==> config.mk <==
export PLATFORM = sky130hd
export DESIGN_NAME = bscan_ring
export DESIGN_NICKNAME = d
export VERILOG_FILES = /design/src/rtl/bscan_pkg.sv /design/src/rtl/bscan_sync.sv /design/src/rtl/bscan_shift.sv /design/src/rtl/bscan_latch.sv /design/src/rtl/bscan_ring.sv
export SDC_FILE = /design/constraint.sdc
export NUM_CORES = 1
export LEC_CHECK = 0
export BUFFER_PORTS_ARGS = -buffer_cell sky130_fd_sc_hd__buf_2
export CAP_MARGIN = 20
export CORE_MARGIN = 1
export CORE_UTILIZATION = 55
export DETAILED_ROUTE_END_ITERATION = 6
export PLACE_DENSITY_LB_ADDON = 0.1
export SLEW_MARGIN = 20
export SYNTH_ARGS = -nofsm -noshare
export SYNTH_HDL_FRONTEND = slang
export SYNTH_SLANG_ARGS = --single-unit
==> constraint.sdc <==
create_clock -name tck_i -period 3 [get_ports tck_i]
set_clock_uncertainty 0.15 [all_clocks]
set_input_delay 0.6 -clock tck_i [delete_from_list [all_inputs] [get_ports tck_i]]
set_output_delay 0.6 -clock tck_i [all_outputs]
set_load 0.005 [all_outputs]
==> src/rtl/bscan_pkg.sv <==
package bscan_pkg;
   typedef enum logic [1:0] {
      BS_FUNC    = 2'b00,
      BS_PRELOAD = 2'b01,
      BS_HIZ     = 2'b10,
      BS_EXTEST  = 2'b11
   } bs_mode_e;
endpackage

==> src/rtl/bscan_sync.sv <==
module bscan_sync #(
   parameter int W      = 8,
   parameter int STAGES = 2
) (
   input  logic         clk,
   input  logic         rst_n,
   input  logic [W-1:0] d_i,
   output logic [W-1:0] q_o
);
   if (STAGES < 2) begin : g_bad_stages
      $error("bscan_sync needs at least two stages");
   end

   logic [W-1:0] stg [STAGES];

   for (genvar s = 0; s < STAGES; s++) begin : g_stage
      if (s == 0) begin : g_first
         always_ff @(posedge clk or negedge rst_n) begin
            if (!rst_n) stg[s] <= '0;
            else        stg[s] <= d_i;
         end
      end else begin : g_next
         always_ff @(posedge clk or negedge rst_n) begin
            if (!rst_n) stg[s] <= '0;
            else        stg[s] <= stg[s-1];
         end
      end
   end

   assign q_o = stg[STAGES-1];
endmodule

==> src/rtl/bscan_shift.sv <==
module bscan_shift #(
   parameter int CELLS = 107
) (
   input  logic             clk,
   input  logic             rst_n,
   input  logic             cap_i,
   input  logic             sft_i,
   input  logic [CELLS-1:0] par_i,
   input  logic             tdi_i,
   output logic [CELLS-1:0] sh_o
);
   logic [CELLS-1:0] sh_q;
   logic [CELLS-1:0] nxt;

   for (genvar c = 0; c < CELLS; c++) begin : g_cell
      if (c == CELLS-1) begin : g_head
         assign nxt[c] = tdi_i;
      end else begin : g_body
         assign nxt[c] = sh_q[c+1];
      end
   end

   always_ff @(posedge clk or negedge rst_n) begin
      if (!rst_n)     sh_q <= '0;
      else if (cap_i) sh_q <= par_i;
      else if (sft_i) sh_q <= nxt;
   end

   assign sh_o = sh_q;
endmodule

==> src/rtl/bscan_latch.sv <==
module bscan_latch #(
   parameter int CELLS  = 107,
   parameter int OE_IDX = 47
) (
   input  logic             clk,
   input  logic             rst_n,
   input  logic             upd_i,
   input  logic             tlr_i,
   input  logic [CELLS-1:0] sh_i,
   output logic [CELLS-1:0] pre_o
);
   localparam logic [CELLS-1:0] RST_VAL = {{(CELLS-1){1'b0}}, 1'b1} << OE_IDX;

   logic [CELLS-1:0] pre_q;

   always_ff @(posedge clk or negedge rst_n) begin
      if (!rst_n) begin
         pre_q <= RST_VAL;
      end else begin
         if (upd_i) pre_q <= sh_i;
         if (tlr_i) pre_q[OE_IDX] <= 1'b1;
      end
   end

   assign pre_o = pre_q;
endmodule

==> src/rtl/bscan_ring.sv <==
module bscan_ring #(
   parameter  int CELLS       = 107,
   parameter  int OE_IDX      = 47,
   parameter  int Q_W         = 36,
   parameter  int SYNC_STAGES = 2,
   localparam int IN_W        = CELLS - 1 - Q_W
) (
   input  logic            tck_i,
   input  logic            rst_n_i,
   input  logic            tlr_i,
   input  logic [1:0]      mode_i,
   input  logic            capture_i,
   input  logic            shift_i,
   input  logic            update_i,
   input  logic            tdi_i,
   output logic            tdo_o,
   input  logic [IN_W-1:0] pin_i,
   input  logic [Q_W-1:0]  func_q_i,
   input  logic            func_oe_i,
   output logic [Q_W-1:0]  q_o,
   output logic            q_oe_o
);
   import bscan_pkg::*;

   if (OE_IDX < Q_W || OE_IDX >= CELLS) begin : g_bad_oe
      $error("enable cell must lie above the data bus cells and inside the chain");
   end
   if (IN_W < 1) begin : g_bad_in
      $error("chain too short for the data bus");
   end

   bs_mode_e         mode;
   logic             scan_sel;
   logic [CELLS-1:0] obs;
   logic [CELLS-1:0] obs_sync;
   logic [CELLS-1:0] sh_q;
   logic [CELLS-1:0] pre_q;

   assign mode     = bs_mode_e'(mode_i);
   assign scan_sel = (mode != BS_FUNC);

   for (genvar c = 0; c < CELLS; c++) begin : g_obs
      if (c < Q_W) begin : g_q
         assign obs[c] = q_o[c];
      end else if (c == OE_IDX) begin : g_oe
         assign obs[c] = q_oe_o;
      end else if (c < OE_IDX) begin : g_lo
         assign obs[c] = pin_i[c-Q_W];
      end else begin : g_hi
         assign obs[c] = pin_i[c-Q_W-1];
      end
   end

   bscan_sync #(.W(CELLS), .STAGES(SYNC_STAGES)) u_sync (
      .clk   (tck_i),
      .rst_n (rst_n_i),
      .d_i   (obs),
      .q_o   (obs_sync)
   );

   bscan_shift #(.CELLS(CELLS)) u_shift (
      .clk   (tck_i),
      .rst_n (rst_n_i),
      .cap_i (capture_i & scan_sel),
      .sft_i (shift_i & scan_sel),
      .par_i (obs_sync),
      .tdi_i (tdi_i),
      .sh_o  (sh_q)
   );

   bscan_latch #(.CELLS(CELLS), .OE_IDX(OE_IDX)) u_latch (
      .clk   (tck_i),
      .rst_n (rst_n_i),
      .upd_i (update_i & scan_sel),
      .tlr_i (tlr_i),
      .sh_i  (sh_q),
      .pre_o (pre_q)
   );

   always_comb begin
      q_o    = func_q_i;
      q_oe_o = func_oe_i;
      case (mode)
         BS_EXTEST: begin
            q_o    = pre_q[Q_W-1:0];
            q_oe_o = pre_q[OE_IDX];
         end
         BS_HIZ:  q_oe_o = 1'b0;
         default: ;
      endcase
   end

   assign tdo_o = sh_q[0];
endmodule

==> results.toml <==
[run_status]
status = "finished clean"

[sta]
fin_ws_ns = 0.660
max_freq_mhz = 427
timing.hold.ws_ns = 0.0434
fin_crit_sh_pct = 78.0
setup_viol = 0
rsz0062_at_grt = "no"
tightestPinTransition_ns = 0.574
maxSlewHeadroom_pct = 61.7
drv_slew = 0
hold_viol_final = 0
fin_crit_ns = 2.34
setup_tns_ns = 0

[power]
pwr-share-seq_pct = 52.2
power_density_mw_per_mm2 = 795
pwr-share-clk_pct = 35.4
pwr-share-comb_pct = 12.5
p_sw_mw = 2.69
p_leak_nw = 6.74
p_int_mw = 9.08
vdd_drop_max_mv = 0.440
switching_share_pct = 22.8
power_mw = 11.8

[synthesis]
synth-xor-area-share_pct = 0
netlist.area_leader.share_pct = 71.3
yosys-top-cells-area = "dfrtp_1 (71%), mux2_2 (23%), mux2_4 (3.6%)"
avgSynthCellArea_sq_um = 18.3
synth_compound_area_share_pct = 0.180
ys_seq_area_share_pct = 71.5
synth_fa_ha_area_share_pct = 0
netlist_area_sq_mm = 0.0125
synth-simple-area-share_pct = 0.130
synth_top_family_by_area = "multiplexers"
syn_inst = 683
synth_seq_cells = 358
synth_mux_area_share_pct = 26.7
synth_top_cell_by_area = "dfrtp_1"
yosysUniqueCellTypes = 16
yosysWarnings = 0
syn_nets = 799

[floorplan]
die_y_microns = 153
core.rowCount = 54
initial_utilization_pct = 56.7
die_area_sq_mm = 0.0234
core_sq_mm = 0.0221
pin_count = 154
fp.dieW_microns = 153

[critical_path]
critPathMaxStageDelay_ns = 0.38
cp_max_fo = 36
crit_path_end_kind = "primary output"
crit_type = "primary input to primary output"
arrival_ns = 1.59
startpoint_type = "primary input"
cpMostUsedCell = "buf_2"
slowest_stage = "mux2_2"
ff2ff_setup_slack_ns = 1.79
required_ns = 2.25
worstPathCellList = "buf_2 -> nand2_2 -> buf_12 -> mux2_2 -> buf_2"

[finish]
diodes = 0
fin_util_pct = 67.0
area_growth_pct = 18.2
nets = 975
fillers = 1549
layout-drive-gt1-share_pct = 56.8

[clock_tree]
clock_latency_ns = 0.51
tritoncts = "built"
postCtsSetupRepairBufs = 0
cts_max_level = 2
cts-resized-gates = 0
numCtsBuffers = 36
clock-sinks = 358
clkSlewWorstSetupHoldPaths_ns = 0.06
clockRootBuffer = "clkbuf_16"
cts_buffer_depth = 3

[routing]
antenna_left = 0
drcViolationCount = 0
drt-wirelength-per-cell_microns = 17.6
vias_per_cell = 5.12
wl_microns = 20500
vias = 5960
firstDrtPassIters = 4
drt_iter0_drc = 185

[grt]
gr-usage-all-layers_pct = 18.4
antenna_found_initial = 1
grt_pass1_wl_microns = 33900
grt_max_degree = 100
grt_pass1_vias = 6635
overflow = 0

[placement]
hpwl_microns = 12700
gp_congestion = 0.729
preCtsSetupSlack_ns = 0.659
portBuffers = 153

[min_path]
worstHoldPathType = "primary input to register"

[run]
maxCapViolations = 0
## flip-flops by register name, indices dropped and copies added (netlist names)
name           cells
u_sync.stg       107
u_latch.pre_o     37
u_sync.q_o       107
u_shift.sh_o     107
## cell type report
cell class / instances / area [sq um] / share of cell area, %
timing repair buffer: 168 / 993 / 6.71
clock inverter: 6 / 65.1 / 0.439
inverter: 1 / 3.75 / 0.0253
tap: 280 / 350 / 2.37
multi-input combinational: 294 / 3400 / 23.0
sequential: 358 / 8960 / 60.5
clock buffer: 58 / 1030 / 6.99
## path summary, 6_finish.rpt
check | depth (start not counted) | to | start
setup / recovery | 5 | q_o[35] | mode_i[1]
hold / removal | 1 | u_sync.stg[164]$_DFF_PN0_ | pin_i[20]
setup reg to reg | 2 | u_shift.sh_o[46]$_DFFE_PN0P_ | u_shift.sh_o[47]$_DFFE_PN0P_
hold reg to reg | 0 | u_sync.q_o[49]$_DFF_PN0_ | u_sync.stg[156]$_DFF_PN0_
max in group asynchronous | 3 | u_sync.stg[156]$_DFF_PN0_ | rst_n_i
min in group asynchronous | 2 | u_shift.sh_o[76]$_DFFE_PN0P_ | rst_n_i
## Yosys cell counts
library cell	number
nor2_1	2
dfrtp_1	357
o21ai_0	1
o21ai_2	1
inv_1	1
o22a_1	1
mux2i_1	1
nand3_1	1
clkbuf_1	7
mux2_4	30
buf_2	14
mux2_2	256
buf_4	3
nand2_1	1
buf_6	6
dfstp_2	1
## power by group through the flow
stage	Clock, mW	Combinational [mW]	Sequential, mW
final	4.16	1.47	6.14
after global placement	0	1.42	6.18
after global routing	4.49	1.62	6.24
after floorplan	0	1.09	6.00
after detailed placement	0	1.49	6.22
after CTS	4.28	1.50	6.15
## placed cells by master, fill, tap and decap left out
cell,netlist,routed
mux2i_1,1,1
nand2_2,0,1
inv_6,0,2
bufinv_16,0,1
inv_1,1,1
buf_2,14,151
buf_12,0,8
clkbuf_16,0,37
clkinv_2,0,2
clkinvlp_4,0,1
dlygate4sd3_1,0,1
dfrtp_1,357,357
mux2_2,256,256
clkbuf_1,7,18
clkbuf_8,0,3
mux2_4,30,30
o21ai_0,1,1
buf_8,0,1
nand3_1,1,1
o21ai_4,0,1
buf_4,3,7
nor2_1,2,2
o22a_4,0,1
dfstp_2,1,1
## timing repair
| action | CTS | global route |
|---|---|---|
| hold endpoints to repair | 62 | 0 |
| hold buffers | 1 | 0 |
| setup endpoints to repair | 0 | 0 |
## layer usage
| layer | GRT usage (%) | vias up | routed length, microns |
|---|---|---|---|
| met5 | 0 | - | 0 |
| met4 | 5.96 | 0 | 439 |
| met3 | 4.17 | 35 | 852 |
| met2 | 29.3 | 137 | 9830 |
| met1 | 25.4 | 3061 | 9360 |
| li1 | - | 2727 | - |
## metrics by stage
step,cell area (sq um),cells
detailed placement,13700,1100
global placement,13700,1100
floorplan,12500,683
CTS,14800,1165
global route,14800,1165
finish,14800,1165
## worst max-delay path, delay by kind of cell
| family | cells | cell delay (ns) |
|---|---|---|
| buffers and inverters | 3 | 0.50 |
| muxes | 1 | 0.38 |
| and+or+nand+nor | 1 | 0.09 |
## cell families (layout without fill, tap and decap cells)
| family | count (synthesis) | after routing |
|---|---|---|
| flip-flops | 358 | 358 |
| multiplexers | 287 | 287 |
| buffers and inverters | 31 | 233 |
| AND/OR/NAND/NOR | 4 | 4 |
| AO/OA/AOI/OAI | 3 | 3 |
Power figures use the tool's default switching activity.
